<file path="config.mk">
export PLATFORM = sky130hd
export DESIGN_NAME = sram_strobe_ctrl
export DESIGN_NICKNAME = d
export VERILOG_FILES = /design/src/rtl/sram_ctrl_pkg.sv /design/src/rtl/sram_phase_timer.sv /design/src/rtl/sram_data_path.sv /design/src/rtl/sram_strobe_ctrl.sv
export SDC_FILE = /design/constraint.sdc
export NUM_CORES = 1
export LEC_CHECK = 0
export ABC_AREA = 0
export BUFFER_PORTS_ARGS = -buffer_cell sky130_fd_sc_hd__buf_2
export CORE_MARGIN = 2
export CORE_UTILIZATION = 25
export CTS_BUF_LIST = sky130_fd_sc_hd__clkbuf_16
export CTS_CLUSTER_DIAMETER = 200
export DETAILED_ROUTE_END_ITERATION = 8
export PLACE_DENSITY = 0.57
export SETUP_SLACK_MARGIN = 0.02
export SLEW_MARGIN = 10
export SYNTH_ARGS = -nofsm -noshare
export SYNTH_HDL_FRONTEND = slang
export SYNTH_SLANG_ARGS = --single-unit
</file>
<file path="constraint.sdc">
create_clock -name clk -period 3.6 [get_ports clk]
set_input_delay 0.54 -clock clk [delete_from_list [all_inputs] [get_ports clk]]
set_output_delay 0.54 -clock clk [all_outputs]
set_load 0.02 [all_outputs]
</file>
<file path="src/rtl/sram_ctrl_pkg.sv">
// Shared types and helpers for the asynchronous SRAM access controller.
// Assumes all timing inputs are positive nanosecond values.
package sram_ctrl_pkg;

    typedef enum logic [2:0] {
        ST_IDLE,
        ST_RD,
        ST_TURN,
        ST_WR,
        ST_WREC,
        ST_RET,
        ST_RECOV
    } ctrl_state_t;

    // Internal active-high view of the memory strobes.
    typedef struct packed {
        logic sel;
        logic we;
        logic oe;
        logic drive;
    } strobe_t;

    // Rounds a nanosecond minimum up to whole clock periods.
    function automatic int cycles_for(input int ns, input int period);
        return (ns + period - 1) / period;
    endfunction

    function automatic int max2(input int a, input int b);
        return (a > b) ? a : b;
    endfunction

    // Strobe pattern that belongs to each controller state.
    function automatic strobe_t strobes_for(input ctrl_state_t s);
        strobe_t r;
        r = '0;
        case (s)
            ST_RD:   begin r.sel = 1'b1; r.oe = 1'b1; end
            ST_WR:   begin r.sel = 1'b1; r.we = 1'b1; r.drive = 1'b1; end
            ST_WREC: begin r.sel = 1'b1; r.drive = 1'b1; end
            default: r = '0;
        endcase
        return r;
    endfunction

endpackage

</file>
<file path="src/rtl/sram_phase_timer.sv">
// Down-counter that holds a controller phase for a loaded number of cycles.
// Loading N makes `last` high in the N-th cycle after the load edge.
// Assumes a loaded count is never zero.
module sram_phase_timer #(
    parameter int CNT_W = 4
) (
    input  logic             clk,
    input  logic             rst_n,
    input  logic             load,
    input  logic [CNT_W-1:0] load_val,
    output logic             last
);

    logic [CNT_W-1:0] cnt;

    // Load a new phase length, or count the current phase down to zero.
    always_ff @(posedge clk) begin
        if (!rst_n)
            cnt <= '0;
        else if (load)
            cnt <= load_val;
        else if (cnt != '0)
            cnt <= cnt - 1'b1;
    end

    assign last = (cnt == CNT_W'(1));

    // a zero-length phase would never end
    timer_load_nonzero_chk: assert property (@(posedge clk) disable iff (!rst_n)
        load |-> (load_val != '0));

endmodule

</file>
<file path="src/rtl/sram_data_path.sv">
// Address, write-data and read-data registers of the controller.
// Assumes `accept` and `capture` are single-cycle strobes from the sequencer.
module sram_data_path #(
    parameter int ADDR_W = 17,
    parameter int DATA_W = 8
) (
    input  logic              clk,
    input  logic              rst_n,
    input  logic              accept,
    input  logic [ADDR_W-1:0] host_addr,
    input  logic [DATA_W-1:0] host_wdata,
    input  logic              capture,
    input  logic [DATA_W-1:0] mem_dq_in,
    output logic [ADDR_W-1:0] mem_addr,
    output logic [DATA_W-1:0] mem_dq_out,
    output logic [DATA_W-1:0] host_rdata,
    output logic              host_rvalid
);

    // Latch address and write data when a request is taken.
    always_ff @(posedge clk) begin
        if (!rst_n) begin
            mem_addr   <= '0;
            mem_dq_out <= '0;
        end else if (accept) begin
            mem_addr   <= host_addr;
            mem_dq_out <= host_wdata;
        end
    end

    // Sample the bus at the end of the read phase and flag it for one cycle.
    always_ff @(posedge clk) begin
        if (!rst_n) begin
            host_rdata  <= '0;
            host_rvalid <= 1'b0;
        end else begin
            host_rvalid <= capture;
            if (capture)
                host_rdata <= mem_dq_in;
        end
    end


    rvalid_single_chk: assert property (@(posedge clk) disable iff (!rst_n)
        host_rvalid |=> !host_rvalid);


    addr_hold_chk: assert property (@(posedge clk) disable iff (!rst_n)
        !accept |=> $stable(mem_addr));

endmodule

</file>
<file path="src/rtl/sram_strobe_ctrl.sv">
// Top of the asynchronous SRAM access controller.
// Sequences reads, strobe-controlled writes, the post-read bus turnaround,
// and retention standby with its recovery delay. All strobes are registered,
// so they change only on clock edges and never glitch.
// Assumes the host keeps request fields stable while host_req is high.
module sram_strobe_ctrl
    import sram_ctrl_pkg::*;
#(
    parameter int ADDR_W        = 17,
    parameter int DATA_W        = 8,
    parameter int CLK_PERIOD_NS = 10,
    parameter int T_RC_NS       = 70,
    parameter int T_AA_NS       = 70,
    parameter int T_WC_NS       = 70,
    parameter int T_WP_NS       = 50,
    parameter int T_AW_NS       = 55,
    parameter int T_DW_NS       = 45,
    parameter int T_HZ_NS       = 30
) (
    input  logic              clk,
    input  logic              rst_n,
    input  logic              host_req,
    input  logic              host_we,
    input  logic [ADDR_W-1:0] host_addr,
    input  logic [DATA_W-1:0] host_wdata,
    output logic              host_ready,
    output logic [DATA_W-1:0] host_rdata,
    output logic              host_rvalid,
    input  logic              stby_req,
    output logic [ADDR_W-1:0] mem_addr,
    output logic [DATA_W-1:0] mem_dq_out,
    output logic              mem_dq_oe,
    input  logic [DATA_W-1:0] mem_dq_in,
    output logic              mem_ce_n,
    output logic              mem_ce,
    output logic              mem_we_n,
    output logic              mem_oe_n
);

    localparam int RD_CYC  = max2(cycles_for(T_RC_NS, CLK_PERIOD_NS),
                                  cycles_for(T_AA_NS, CLK_PERIOD_NS));
    localparam int WC_CYC  = cycles_for(T_WC_NS, CLK_PERIOD_NS);
    localparam int WP_CYC  = max2(cycles_for(T_WP_NS, CLK_PERIOD_NS),
                                  max2(cycles_for(T_AW_NS, CLK_PERIOD_NS),
                                       cycles_for(T_DW_NS, CLK_PERIOD_NS)));
    localparam int REC_CYC = (WC_CYC > WP_CYC) ? (WC_CYC - WP_CYC) : 1;
    localparam int TA_CYC  = max2(1, cycles_for(T_HZ_NS, CLK_PERIOD_NS));
    localparam int RC_CYC  = RD_CYC;
    localparam int MAX_CYC = max2(max2(RD_CYC, WP_CYC), max2(REC_CYC, TA_CYC));
    localparam int CNT_W   = $clog2(MAX_CYC + 1);

    ctrl_state_t      st_q, st_d;
    logic             tmr_load, tmr_last;
    logic [CNT_W-1:0] tmr_val;
    logic             accept, capture;
    strobe_t          strb_q;

    sram_phase_timer #(.CNT_W(CNT_W)) u_timer (
        .clk      (clk),
        .rst_n    (rst_n),
        .load     (tmr_load),
        .load_val (tmr_val),
        .last     (tmr_last)
    );

    sram_data_path #(.ADDR_W(ADDR_W), .DATA_W(DATA_W)) u_data (
        .clk         (clk),
        .rst_n       (rst_n),
        .accept      (accept),
        .host_addr   (host_addr),
        .host_wdata  (host_wdata),
        .capture     (capture),
        .mem_dq_in   (mem_dq_in),
        .mem_addr    (mem_addr),
        .mem_dq_out  (mem_dq_out),
        .host_rdata  (host_rdata),
        .host_rvalid (host_rvalid)
    );

    assign host_ready = (st_q == ST_IDLE) && !stby_req;

    // Next-state decode and phase-length selection.
    always_comb begin
        st_d     = st_q;
        tmr_load = 1'b0;
        tmr_val  = '0;
        accept   = 1'b0;
        capture  = 1'b0;
        case (st_q)
            ST_IDLE: begin
                if (stby_req) begin
                    st_d = ST_RET;
                end else if (host_req) begin
                    accept   = 1'b1;
                    tmr_load = 1'b1;
                    if (host_we) begin
                        st_d    = ST_WR;
                        tmr_val = CNT_W'(WP_CYC);
                    end else begin
                        st_d    = ST_RD;
                        tmr_val = CNT_W'(RD_CYC);
                    end
                end
            end
            ST_RD: if (tmr_last) begin
                capture  = 1'b1;
                st_d     = ST_TURN;
                tmr_load = 1'b1;
                tmr_val  = CNT_W'(TA_CYC);
            end
            ST_TURN: if (tmr_last) st_d = ST_IDLE;
            ST_WR: if (tmr_last) begin
                st_d     = ST_WREC;
                tmr_load = 1'b1;
                tmr_val  = CNT_W'(REC_CYC);
            end
            ST_WREC: if (tmr_last) st_d = ST_IDLE;
            ST_RET: if (!stby_req) begin
                st_d     = ST_RECOV;
                tmr_load = 1'b1;
                tmr_val  = CNT_W'(RC_CYC);
            end
            ST_RECOV: if (tmr_last) st_d = ST_IDLE;
            default: st_d = ST_IDLE;
        endcase
    end

    // State register.
    always_ff @(posedge clk) begin
        if (!rst_n) st_q <= ST_IDLE;
        else        st_q <= st_d;
    end

    // Strobe register, loaded with the pattern of the state being entered.
    always_ff @(posedge clk) begin
        if (!rst_n) strb_q <= '0;
        else        strb_q <= strobes_for(st_d);
    end

    assign mem_ce_n  = !strb_q.sel;
    assign mem_ce    = strb_q.sel;
    assign mem_we_n  = !strb_q.we;
    assign mem_oe_n  = !strb_q.oe;
    assign mem_dq_oe = strb_q.drive;

    // Assertion support: length of the current write-strobe low run.
    logic [CNT_W:0] we_low_run;
    always_ff @(posedge clk) begin
        if (!rst_n)                we_low_run <= '0;
        else if (!mem_we_n)        we_low_run <= (&we_low_run) ? we_low_run : we_low_run + 1'b1;
        else                       we_low_run <= '0;
    end


    no_we_oe_overlap_chk: assert property (@(posedge clk) disable iff (!rst_n)
        (!mem_ce_n && mem_ce) |-> (mem_we_n || mem_oe_n));


    no_bus_clash_chk: assert property (@(posedge clk) disable iff (!rst_n)
        mem_dq_oe |-> mem_oe_n);


    we_pulse_width_chk: assert property (@(posedge clk) disable iff (!rst_n)
        $rose(mem_we_n) |-> (we_low_run >= (CNT_W+1)'(WP_CYC)));


    ready_when_idle_chk: assert property (@(posedge clk) disable iff (!rst_n)
        host_ready |-> (mem_ce_n && !mem_ce && mem_we_n && mem_oe_n && !mem_dq_oe));


    retention_deselect_chk: assert property (@(posedge clk) disable iff (!rst_n)
        (st_q == ST_RET) |-> (mem_ce_n && !mem_ce));

endmodule

</file>
After elaboration in Yosys (flattened, before gate mapping)
Index checks and enable logic that the tools add are counted.
{ "classes": {"n_addsub": 1, "eq_ne": 10, "mux": 28, "reduce_logical": 12} }
{ "ops": {"columns": ["cell", "count"], "rows": [
  ["two-way mux 3 bit", 11],
  ["case mux 3 bit (5 select lines)", 1],
  ["equality test 3 bit, second input constant", 4],
  ["two-way mux 1 bit", 12],
  ["case mux 3 bit (4 select lines)", 1],
  ["equality test 3 x 1 -> 1 bit, second input constant", 3],
  ["equality test 3 x 2 -> 1 bit, second input constant", 3],
  ["OR reduction 3 bit", 2],
  ["zero test 1 bit", 4],
  ["two-way mux 2 bit", 2],
  ["OR reduction 2 bit", 2],
  ["zero test 3 bit", 1],
  ["case mux 1 bit (3 select lines)", 1],
  ["nonzero test 3 bit", 1],
  ["subtractor 3 x 1 -> 3 bit, second input constant", 1],
  ["nonzero test 2 bit", 1],
  ["logical AND 1 bit", 1]
]} }
{ "totals": {"regBits": 44, "in_bits": 38, "out_inout_bits": 40, "elab_cells": 61} }

Depth between registers and ports, before layout
Gate-level depths: netlist (run 1).
{ "logic_depth": {"word_depth": 7, "mapped_depth": 8, "ltp_nobuf": 7} }

Hierarchy
Synthesis (run 1) repeated with hierarchy kept, for this count alone.
{ "unflattened": {"hier_cells": 190, "hier_area_um2": 1939.4} }
{ "by_module_without_submodules": {"columns": ["module", "instances", "cells_each", "area_each_um2", "seq_area_each_um2"], "rows": [
  ["sram_data_path", 1, 108, 1293.7, 680.7],
  ["sram_strobe_ctrl", 1, 59, 425.4, 140.1],
  ["sram_phase_timer", 1, 23, 220.2, 60.1]
]} }

Least setup slack after synthesis (run 1)
OpenSTA, ideal clock, no wires.
{ "synth_timing": {"path_kind": "input to register", "from": "in stby_req", "to": "reg strb_q, in the netlist mem_dq_oe", "setup_ns": 0.059, "t_arrival_ns": 1.718, "required_time_ns": 3.541, "slack_ns": 1.823, "cell_stages": 6, "path_cell_list": "nor4_4 and2_4 buf_8 a211oi_4 nor4b_4 a31o_1"} }
{ "synth_between": {"elab_chain_cells": 5, "elab_cells_between_ends": 7, "cone_classes": "2 x eq/ne; 4 x mux; 1 x reduce/logical"} }
{ "synth_rtl": {"columns": ["item", "line_no", "rtl"], "rows": [
  ["start, declared", "sram_strobe_ctrl.sv:29", "input logic stby_req,"],
  ["two-way mux 3 bit, on equally long branches", "sram_strobe_ctrl.sv:118, sram_strobe_ctrl.sv:91", null],
  ["case mux 3 bit (5 select lines) *", "sram_strobe_ctrl.sv:89", "case (st_q)"],
  ["equality test 3 bit or equality test 3 x 2 -> 1 bit (tied branches)", "sram_ctrl_pkg.sv:36", "case (s)"],
  ["OR reduction 2 bit (no source line) *", null, null],
  ["two-way mux 1 bit *", "sram_ctrl_pkg.sv:36", null],
  ["end signal, assigned", "sram_strobe_ctrl.sv:137", "else strb_q <= strobes_for(st_d);"],
  ["end, declared", "sram_strobe_ctrl.sv:56", "strobe_t strb_q;"]
]} }
Every way passes the cells marked *; elsewhere a longest branch is shown, timed or not.
A chain may end at the register's enable or synchronous reset.

Worst setup path in the final report (run 1)
{ "layout_timing": {"from": "reg u_timer.cnt[1]", "to": "reg u_data.host_rdata[5]"} }
{ "layout_between": {"elab_chain_cells": 3} }
{ "layout_rtl": {"columns": ["item", "line_no", "rtl"], "rows": [
  ["start, declared", "sram_phase_timer.sv:14", "logic [CNT_W-1:0] cnt;"],
  ["start signal, assigned", "sram_phase_timer.sv:21", "cnt <= load_val;"],
  ["start signal, assigned", "sram_phase_timer.sv:23", "cnt <= cnt - 1'b1;"],
  ["equality test 3 x 1 -> 1 bit", "sram_phase_timer.sv:26", "assign last = (cnt == CNT_W'(1));"],
  ["two-way mux 1 bit", "sram_strobe_ctrl.sv:105", "ST_RD: if (tmr_last) begin"],
  ["two-way mux 1 bit", "sram_strobe_ctrl.sv:89", null],
  ["end signal, assigned", "sram_data_path.sv:39", "host_rdata <= mem_dq_in;"],
  ["end, declared", "sram_data_path.sv:16", "output logic [DATA_W-1:0] host_rdata,"]
]} }
No other way between the ends.

==> metrics.md, run 1 <==
| Metric | Value |
|---|---|
| Outcome | `finished, final reports clean` |
| Clock power frac | `27.9%` |
| RSZ-0062 raised after global routing | `no` |
| Worst reg2reg path depth | `7` |
| Fin. Hold Viols | `0` |
| Max IR drop VDD | `0.2100 mV` |
| Bufs and invs on worst path | `1` |
| First-pass GRT wire length | `6.755 mm` |
| FF+latch count, synth | `44` |
| Post-synthesis xor/xnor area fraction | `0.4707%` |
| Post-detail-place hpwl | `2.862 mm` |
| Final Slew Violations | `0` |
| Synth area leader | `dfxtp_1` |
| Final Skew | `0.004604 ns` |
| Post-Syn Nets | `240` |
| Metal3 WL | `232 um` |
| Maximum clock path buffer count | `2` |
| # setup viols final | `0` |
| CTS tree | `done` |
| Post-synth EDFFs | `0` |
| Pin count of the biggest net entering global routing | `44` |
| FILL cells | `787` |
| Flop pwr share | `40.2%` |
| Number of vias per cell | `4.159` |
| Int Power | `1.019 mW` |
| Area fraction of the dominant cell type after synthesis | `47.34%` |
| CTS sink cnt | `44` |
| Period utilisation layout | `62.92%` |
| Critical path, cell by cell | `inv_1, ha_1, nand2b_1, nor3b_2, nor2b_1, mux2i_1, nor2b_1` |
| Fin worst setup slack | `1.335 ns` |
| Worst path arrival time | `2.43 ns` |
| Slew @ Worst Pin | `1.003 ns` |
| Clock root cell | `clkbuf_16` |
| Crit path kind | `reg2reg` |
| Wire length on met2 | `1.995 mm` |
| Vias in the first global route | `1461` |
| Clk_lat worst skew | `0.28 ns` |
| Min Tclk post-route | `2.265 ns` |
| Synth area leaders | `dfxtp_1, nand2_1, a21boi_0, mux2i_1, nor2b_1` |
| Gr usage total | `10.05%` |
| Rows | `31` |
| Post-synthesis async set-or-reset flop share | `0%` |
| Peak per-stage delay on the critical path | `0.84 ns` |
| R2r setup slk | `1.33 ns` |
| I/O pin count | `78` |
| Pre-CTS WS | `1.269 ns` |
| Pwr/cell area | `631.6 nW/um2` |
| CP Max Fanout | `10` |
| Final net count | `312` |
| Simple-Gate Fraction of Synth Area | `23.47%` |
| GRT overflow | `0` |
| Endpoint, Worst Hold | `u_data.mem_addr[9]` |
| Setup Fix Bufs, Post-CTS | `0` |
| Slowest CP cell | `nor2b_1` |
| Critical Path End Type | `flop` |
| Total CTS buffers | `5` |
| Synth warn | `0` |
| Wire per inst | `11.21 um` |
| DRT antenna net count | `0` |
| Core area | `7214 um2` |
| R2R Path Start | `u_timer.cnt[1]` |
| Logic gate share of total power | `31.9%` |
| Met1 WL | `1.900 mm` |
| Switching share of total power | `33.72%` |
| Multiplexer area fraction after synthesis | `5.447%` |
| Adder-Cell Fraction of Synth Area | `2.017%` |
| Required @ worst endpoint | `3.77 ns` |
| Max-Slew Margin vs Limit | `32.97%` |
| Share of cells above drive strength 1 | `33.95%` |
| Min-Delay Path Class | `reg2reg` |
| Cell mode on critical path | `nor2b_1` |
| Initial DRC count | `37` |
| Synth Instances | `199` |
| DR vias | `1539` |
| Die Span Y | `90.27 um` |
| Average size of a mapped cell | `9.349 um2` |
| Die area | `8148 um2` |
| Compound-Gate Fraction of Synth Area | `16.27%` |
| Post-route setup TNS | `0 ns` |
| Number of library cell types mapped by synthesis | `35` |
| Sequential area share after synthesis | `47.34%` |
| Synth Cell Area | `1861 um2` |
| Largest family of logic cells by synthesized area | `simple AND/OR/NAND/NOR gates` |
| Post-cts resize count | `0` |
| Hold Crit Depth | `2` |
| N_diodes | `0` |
| Initial Util | `25.79%` |
| Worst R2R End | `u_data.host_rdata[5]` |
| PortBufs | `77` |
| Sw power | `518.3 uW` |
| Core Util, Final | `33.73%` |
| Hold-fix buffers at CTS | `0` |
| CP startpoint kind | `flop` |
| Initial antenna violation count | `0` |
| Drt drc | `0` |
| Drt pass-1 iters | `4` |
| Peak Freq | `441.5 MHz` |
| Top routing layer used | `met4` |
| Max Cap Violations | `0` |
| Final wirelength | `4.149 mm` |
| Synth-to-layout area growth | `30.80%` |
| Predominant post-synthesis flop cell | `dfxtp_1` |
| Clock slew at reported path FFs | `0.06 ns` |
| Worst path top cell family by delay | `simple AND/OR/NAND/NOR gates` |
| RD Place Congestion | `0.7775` |
| Leakage | `1.043 nW` |
| Clock H-tree levels | `2` |
| Worst Hold Launch | `u_data.mem_addr[9]` |
| Die W | `90.27 um` |
## cells in the final DEF, fill, tap and decap left out, types with 2 or more instances in the layout
| cell type | instances |
|---|---|
| buf_2 | 77 |
| nand2_1 | 54 |
| dfxtp_1 | 44 |
| a21boi_0 | 25 |
| nor2b_1 | 13 |
| mux2i_1 | 9 |
| inv_1 | 5 |
| nor2_1 | 5 |
| clkbuf_16 | 5 |
| nand2b_1 | 4 |
| ha_1 | 3 |
| a211oi_1 | 2 |
| a21oi_1 | 2 |
| and3_1 | 2 |
| and2_1 | 2 |
## layer usage
layer / up-vias / global-route usage [%]
li1: 797 / -
met1: 697 / 12.58
met2: 43 / 16.73
met3: 2 / 3.088
met4: 0 / 2.821
met5: - / 0
## cell type report
cell class | instances | area [um2] | area share [%]
clock inverters | 2 | 12.51 | 0.5141
multi-input cells | 138 | 887.1 | 36.45
clock buffers | 5 | 125.1 | 5.141
well taps | 99 | 123.9 | 5.090
repair buffers | 77 | 385.4 | 15.84
inverters | 5 | 18.77 | 0.7712
flip-flops and latches | 44 | 880.8 | 36.20
## worst register-to-register path: cells and delay by family (launching register included)
family	cells	cell delay, ns
and+or+nand+nor	4	1.31
DFF	1	0.31
muxes	1	0.27
adders and majority gates	1	0.16
buffers and inverters	1	0.09
## cells in the mapped netlist, types with 2 or more instances
| cell type | count |
|---|---|
| nor2b_1 | 13 |
| mux2i_1 | 9 |
| a211oi_1 | 2 |
| a21oi_1 | 2 |
| inv_1 | 5 |
| clkbuf_1 | 6 |
| buf_2 | 2 |
| and3_1 | 2 |
| and2_1 | 2 |
| a21boi_0 | 25 |
| buf_4 | 2 |
| nand2_1 | 54 |
| nand2b_1 | 4 |
| nor2_1 | 5 |
| ha_1 | 3 |
| dfxtp_1 | 44 |
## how the worst max path moves through the flow
stage | depth (start not counted) | endpoint | from
2_1_floorplan | 6 | mem_dq_oe | stby_req
3_3_place_gp | 7 | u_data.host_rdata[7] | u_timer.cnt[1]
3_5_place_dp | 7 | u_data.host_rdata[4] | u_timer.cnt[1]
4_1_cts | 7 | u_data.host_rdata[4] | u_timer.cnt[1]
5_1_grt | 7 | u_data.host_rdata[4] | u_timer.cnt[1]
6_report | 7 | u_data.host_rdata[5] | u_timer.cnt[1]
## state kept, by name, summed over array words and instances (netlist names)
name	flops
mem_dq_oe	1
u_data.mem_dq_out	8
st_q	3
u_data.host_rvalid	1
strb_q	2
mem_ce	1
u_timer.cnt	3
u_data.mem_addr	17
u_data.host_rdata	8
## cells by family (layout without fill, tap and decap cells)
logic type               Yosys count  count (layout)
buffers and inverters             17              89
flip-flops                        44              44
AND/OR/NAND/NOR                   86              86
adder cells (fa/ha/maj)            3               3
AO/OA/AOI/OAI                     38              38
XOR/XNOR                           1               1
multiplexers                      10              10
## power by group through the flow
stage / registers (mW) / logic, mW / clock network, mW
2_1_floorplan: 0.661 / 0.341 / 0
3_3_place_gp: 0.627 / 0.489 / 0
3_5_place_dp: 0.628 / 0.497 / 0
4_1_cts: 0.618 / 0.499 / 0.446
5_1_grt: 0.629 / 0.545 / 0.470
6_report: 0.618 / 0.490 / 0.429
## stage by stage
stage                     hold slack, ns  instances  power [mW]  cell area, um2
after detailed placement          0.4575        363       1.126            2296
after global placement            0.4491        363       1.116            2296
after global routing              0.4851        370       1.644            2434
after floorplan                   0.5408        199       1.002            1861
final                             0.4631        370       1.537            2434
after CTS                         0.4664        370       1.563            2434
(Power assumes the default switching activity.)
==> run 2: changes to the inputs <==
- ABC_AREA: 0 -> 1
- clock period: 3.6 -> 2.2 ns (I/O delays scaled with it)
==> metrics.md, run 2 <==
| Metric | Value |
|---|---|
| Final net count | `359` |
| Post-Syn Nets | `283` |
| Multi-input gate area | `800.8 um2` |
| Average size of a mapped cell | `7.554 um2` |
| DRT antenna net count | `0` |
| FF+latch area | `880.8 um2` |
| # setup viols final | `0` |
| FILL cells | `790` |
| Final wirelength | `4.430 mm` |
| Share of cells above drive strength 1 | `31.97%` |
| Max reg flops | `17` |
| RD Place Congestion | `0.8146` |
| Die W | `89.51 um` |
| Pin count of the biggest net entering global routing | `28` |
| Synth Instances | `242` |
| Hold WS | `0.2736 ns` |
| Drt drc | `0` |
| Regs by FF count | `u_data.mem_addr x17, u_data.host_rdata x8, u_data.mem_dq_out x8` |
| Total CTS buffers | `5` |
| Final cell count without fillers | `418` |
| Biggest register | `u_data.mem_addr` |
| DR vias | `1726` |
| Peak Freq | `642.2 MHz` |
| Vias in the first global route | `1513` |
| Maximum clock path buffer count | `2` |
| Wire length on met2 | `1.946 mm` |
| Clock slew at reported path FFs | `0.06 ns` |
| Final Skew | `0.004969 ns` |
| Synth area leaders | `dfxtp_1, nor2_1, o21ai_0, nand2_1, inv_1` |
| Max-Slew Margin vs Limit | `71.27%` |
| Synth warn | `0` |
| Post-detail-place hpwl | `3.343 mm` |
| Setup Fix Bufs, Post-CTS | `0` |
| Commonest non-fill, non-tap cell in the layout | `nor2_1` |
| Post-route setup TNS | `0 ns` |
| Crit path kind | `reg2reg` |
| Met1 WL | `2.129 mm` |
| Min Tclk post-route | `1.557 ns` |
| CP startpoint kind | `flop` |
| Max IR drop VDD | `0.4328 mV` |
| Initial Util | `25.48%` |
| Commonest non-fill, non-tap cells in the layout | `nor2_1, buf_2, dfxtp_1` |
| N_diodes | `0` |
| RSZ-0062 raised after global routing | `no` |
| CTS sink cnt | `44` |
| Hold-fix buffers at CTS | `0` |
| FF+latch count, synth | `44` |
| PortBufs | `77` |
| Critical Path End Type | `flop` |
| Final Slew Violations | `0` |
| Min-Delay Path Class | `in2reg` |
| Worst path arrival time | `1.77 ns` |
| Slew @ Worst Pin | `0.4303 ns` |
| Max Cap Violations | `0` |
| Pwr/cell area | `1260 nW/um2` |
| Top-count cell post-synth | `nor2_1` |
| Clk_lat worst skew | `0.28 ns` |
| Synth top cells by count | `nor2_1, dfxtp_1, o21ai_0` |
| Predominant post-synthesis flop cell | `dfxtp_1` |
| Outcome | `finished, final reports clean` |
| First-pass GRT wire length | `6.762 mm` |
| Post-cts resize count | `0` |
| CTS tree | `done` |
| Leakage | `1.222 nW` |
| Post-synthesis async set-or-reset flop share | `0%` |
| Clock H-tree levels | `2` |
| Synth Cell Area | `1828 um2` |
| GRT overflow | `0` |
| Area fraction of the dominant cell type after synthesis | `48.19%` |
| Drt pass-1 iters | `4` |
| Period utilisation layout | `70.78%` |
| Placed Cells incl. Taps | `410` |
| Die area | `8012 um2` |
| Top routing layer used | `met4` |
| Rows | `31` |
| Core area | `7176 um2` |
| Initial antenna violation count | `0` |
| Synth area leader | `dfxtp_1` |
| Initial DRC count | `96` |
| Die Span Y | `89.51 um` |
| Gr usage total | `10.90%` |
| Required @ worst endpoint | `2.41 ns` |
| Sequential area share after synthesis | `48.19%` |
| I/O pin count | `78` |
| CP Max Fanout | `25` |
| Clock root cell | `clkbuf_16` |
| Number of library cell types mapped by synthesis | `25` |
| Post-synth EDFFs | `0` |
| Wire per inst | `10.60 um` |
| Number of vias per cell | `4.129` |
| Metal3 WL | `321 um` |
| Synth-to-layout area growth | `32.44%` |
| Fin. Hold Viols | `0` |
==> run 2: cell types whose count changed after synthesis, moves of 5 or more <==
cell / delta
nor2_1: +76
a21boi_0: -25
o21ai_0: +29
o21ai_1: +5
nand3_1: +10
inv_1: +11
nor2b_1: -13
mux2i_1: -9
nor2_2: +5
nand2_1: -34
==> run 2: logic make-up after synthesis <==
family                   count (synthesis)  share of synthesized area (%)
AND/OR/NAND/NOR                        128                          31.69
flip-flops                              44                          48.19
AO/OA/AOI/OAI                           35                          9.582
buffers and inverters                   31                          8.008
adder cells (fa/ha/maj)                  3                          2.054
XOR/XNOR                                 1                         0.4792
==> run 2: layer usage <==
metal / GRT usage [%] / vias up
met1: 14.37 / 748
met5: 0 / -
met2: 17.17 / 62
met3: 3.047 / 5
li1: - / 911
met4: 3.664 / 0
==> run 2: where the power goes <==
group / internal, mW / total (mW) / switching [mW]
registers: 0.998 / 1.14 / 0.146
clock network: 0.408 / 0.682 / 0.274
logic: 0.434 / 1.22 / 0.791
total: 1.84 / 3.05 / 1.21
==> run 2: path summary, 6_finish.rpt <==
path | from | to | slack (ns) | cells after the start
setup / recovery | st_q[0] | u_data.mem_addr[1] | 0.64 | 5
hold / removal | mem_dq_in[7] | u_data.host_rdata[7] | 0.27 | 3
setup reg to reg | st_q[0] | u_data.mem_addr[1] | 0.64 | 5
hold reg to reg | u_data.mem_dq_out[2] | u_data.mem_dq_out[2] | 0.48 | 2
==> run 2: worst max-delay path: stages, from the launching register on <==
cell and delay, ns:
dfxtp_1 0.42, nor2_4 0.14, nand4_2 0.27, inv_2 0.45, nor2_1 0.08, nor2_1 0.12
==> run 2: layout make-up <==
cell class	count	share of cell area, %
repair buffers	79	16.54
well taps	99	5.116
multi-input cells	167	33.07
inverters	21	3.256
clock buffers	5	5.168
clock inverters	3	0.4651
flip-flops and latches	44	36.38
==> run 2: per-stage QoR <==
step / area [um2] / power [mW] / util [%] / worst slack [ns]
detailed placement: 2285 / 2.398 / 31.84 / 0.5322
CTS: 2421 / 3.103 / 33.74 / 0.5922
finish: 2421 / 3.050 / 33.74 / 0.6429
global placement: 2285 / 2.387 / 31.84 / 0.5997
floorplan: 1828 / 2.087 / - / 0.9490
global route: 2421 / 3.307 / 33.74 / 0.4305
==> run 3: changes to the inputs <==
- ABC_AREA: 1 -> 0
- clock period: 2.2 -> 1.5 ns (I/O delays scaled with it)
==> metrics.md, run 3 (synthesis results as in run 1) <==
| Metric | Value |
|---|---|
| RSZ-0062 raised after global routing | `yes` |
| GRT overflow | `0` |
| Commonest non-fill, non-tap cell in the layout | `buf_2` |
| Worst reg2reg path depth | `7` |
| Clock root cell | `clkbuf_16` |
| Final Slew Violations | `0` |
| Final net count | `336` |
| Pwr/cell area | `1496 nW/um2` |
| First-pass GRT wire length | `7.176 mm` |
| Rows | `31` |
| Bufs and invs on worst path | `1` |
| Slew @ Worst Pin | `0.3689 ns` |
| Drt pass-1 iters | `4` |
| Commonest non-fill, non-tap cells in the layout | `buf_2, nand2_1, dfxtp_1` |
| # setup viols final | `6` |
| Worst path top cell family by delay | `compound AO/OA/AOI/OAI gates` |
| Placed Cells incl. Taps | `381` |
| Max Cap Violations | `0` |
| Die W | `90.27 um` |
| Synth-to-layout area growth | `48.62%` |
| Number of vias per cell | `4.157` |
| CTS tree | `done` |
| Worst path arrival time | `1.78 ns` |
| Post-detail-place hpwl | `3.148 mm` |
| CP Max Fanout | `4` |
| Peak Freq | `617.9 MHz` |
| Period utilisation layout | `107.9%` |
| PortBufs | `77` |
| Biggest register | `u_data.mem_addr` |
| Flop pwr share | `36.2%` |
| Share of cells above drive strength 1 | `43.39%` |
| Max-Slew Margin vs Limit | `75.41%` |
| DR vias | `1638` |
| Switching share of total power | `32.74%` |
| R2R Path Start | `u_timer.cnt[1]` |
| Leakage | `1.211 nW` |
| Int Power | `2.783 mW` |
| Drt drc | `0` |
| Failing checks | `negative setup slack` |
| Critical path, cell by cell | `inv_2, ha_4, nand2b_4, nor3b_4, a221o_2, and2_4, a32o_1` |
| R2r setup slk | `-0.12 ns` |
| Clock H-tree levels | `2` |
| Clock power frac | `24.4%` |
| I/O pin count | `78` |
| Total CTS buffers | `5` |
| RD Place Congestion | `0.7862` |
| Min-Delay Path Class | `in2reg` |
| Hold Crit Depth | `3` |
| Endpoint, Worst Hold | `u_data.mem_dq_out[0]` |
| Required @ worst endpoint | `1.67 ns` |
| Hold WS | `0.1890 ns` |
| Fin worst setup slack | `-0.1184 ns` |
| Final Skew | `0.004056 ns` |
| Core area | `7214 um2` |
| Max reg flops | `17` |
| Die Span Y | `90.27 um` |
| Clock slew at reported path FFs | `0.06 ns` |
| Final wirelength | `4.423 mm` |
| Worst R2R End | `mem_ce` |
| Clk_lat worst skew | `0.28 ns` |
| Initial Util | `25.79%` |
| Hold-fix buffers at CTS | `0` |
| Regs by FF count | `u_data.mem_addr x17, u_data.host_rdata x8, u_data.mem_dq_out x8` |
| Final cell count without fillers | `394` |
| Gr usage total | `10.85%` |
| N_diodes | `0` |
| Outcome | `complete, but fails checks` |
| Vias in the first global route | `1545` |
| Pin count of the biggest net entering global routing | `27` |
| Crit path kind | `reg2reg` |
| Initial antenna violation count | `0` |
| Die area | `8148 um2` |
| Min Tclk post-route | `1.618 ns` |
| Sw power | `1.355 mW` |
| DRT antenna net count | `0` |
| Maximum clock path buffer count | `2` |
| Wire per inst | `11.23 um` |
| Pre-CTS WS | `-0.1522 ns` |
| CTS sink cnt | `44` |
| Peak per-stage delay on the critical path | `0.44 ns` |
| Initial DRC count | `87` |
| Slowest CP cell | `a221o_2` |
| Logic gate share of total power | `39.4%` |
| Worst Hold Launch | `host_wdata[0]` |
| Critical Path End Type | `flop` |
| Max IR drop VDD | `0.5122 mV` |
| CP startpoint kind | `flop` |
| Fin. Hold Viols | `0` |
run 3: how the worst max path moves through the flow:
stage	start	end	cells past startpoint
final	u_timer.cnt[1]	mem_ce	7
after CTS	u_timer.cnt[1]	mem_dq_oe	7
after floorplan	st_q[1]	mem_dq_oe	7
after detailed placement	u_timer.cnt[0]	mem_dq_oe	6
after global placement	u_timer.cnt[0]	u_data.host_rdata[7]	7
after global routing	u_timer.cnt[1]	mem_ce	7
run 3: layout make-up:
cell class                      count  area [um2]
Clock buffer                        5       125.1
Clock inverter                      2       8.758
Fill cell                         782        4449
Inverter                            5       18.77
Multi-Input combinational cell    138       950.9
Sequential cell                    44       892.1
Tap cell                           99       123.9
Timing Repair Buffer              101       645.6
run 3: what timing repair did:
| item | in CTS | in global routing |
|---|---|---|
| endpoints found under the hold margin | 0 | 0 |
| resized for setup | 11 | 12 |
| setup buffers | 1 | 4 |
| gates cloned | 1 | 1 |
| setup endpoints to repair | 39 | 33 |
| pin swaps | 1 | 6 |
run 3: routing by layer:
layer | share of wire, % | track usage, %
met1 | 45 | 13.43
met2 | 49 | 18.17
met3 | 4.3 | 3.422
met4 | 0.95 | 3.077
met5 | 0 | 0
run 3: per-stage QoR:
step	power (mW)	instance area [um2]	util [%]	TNS, ns
final	4.138	2765	38.33	-0.2529
after floorplan	2.488	1898	-	-1.419
after global placement	2.966	2494	34.56	-1.222
after detailed placement	2.979	2494	34.56	-2.198
after CTS	4.047	2675	37.08	-0.4942
after global routing	4.416	2765	38.33	-1.374
run 3: power by group through the flow:
stage               Sequential [mW]  Clock (mW)  Combinational [mW]
detailed placement             1.51           0                1.47
finish                         1.50        1.01                1.63
global route                   1.53        1.10                1.79
global placement               1.51           0                1.46
CTS                            1.49        1.04                1.51
floorplan                      1.60           0               0.886
run 3: worst min-delay path, stage by stage:
cell      delay [ns]
buf_2           0.09
nand2_1         0.04
a21boi_0        0.06
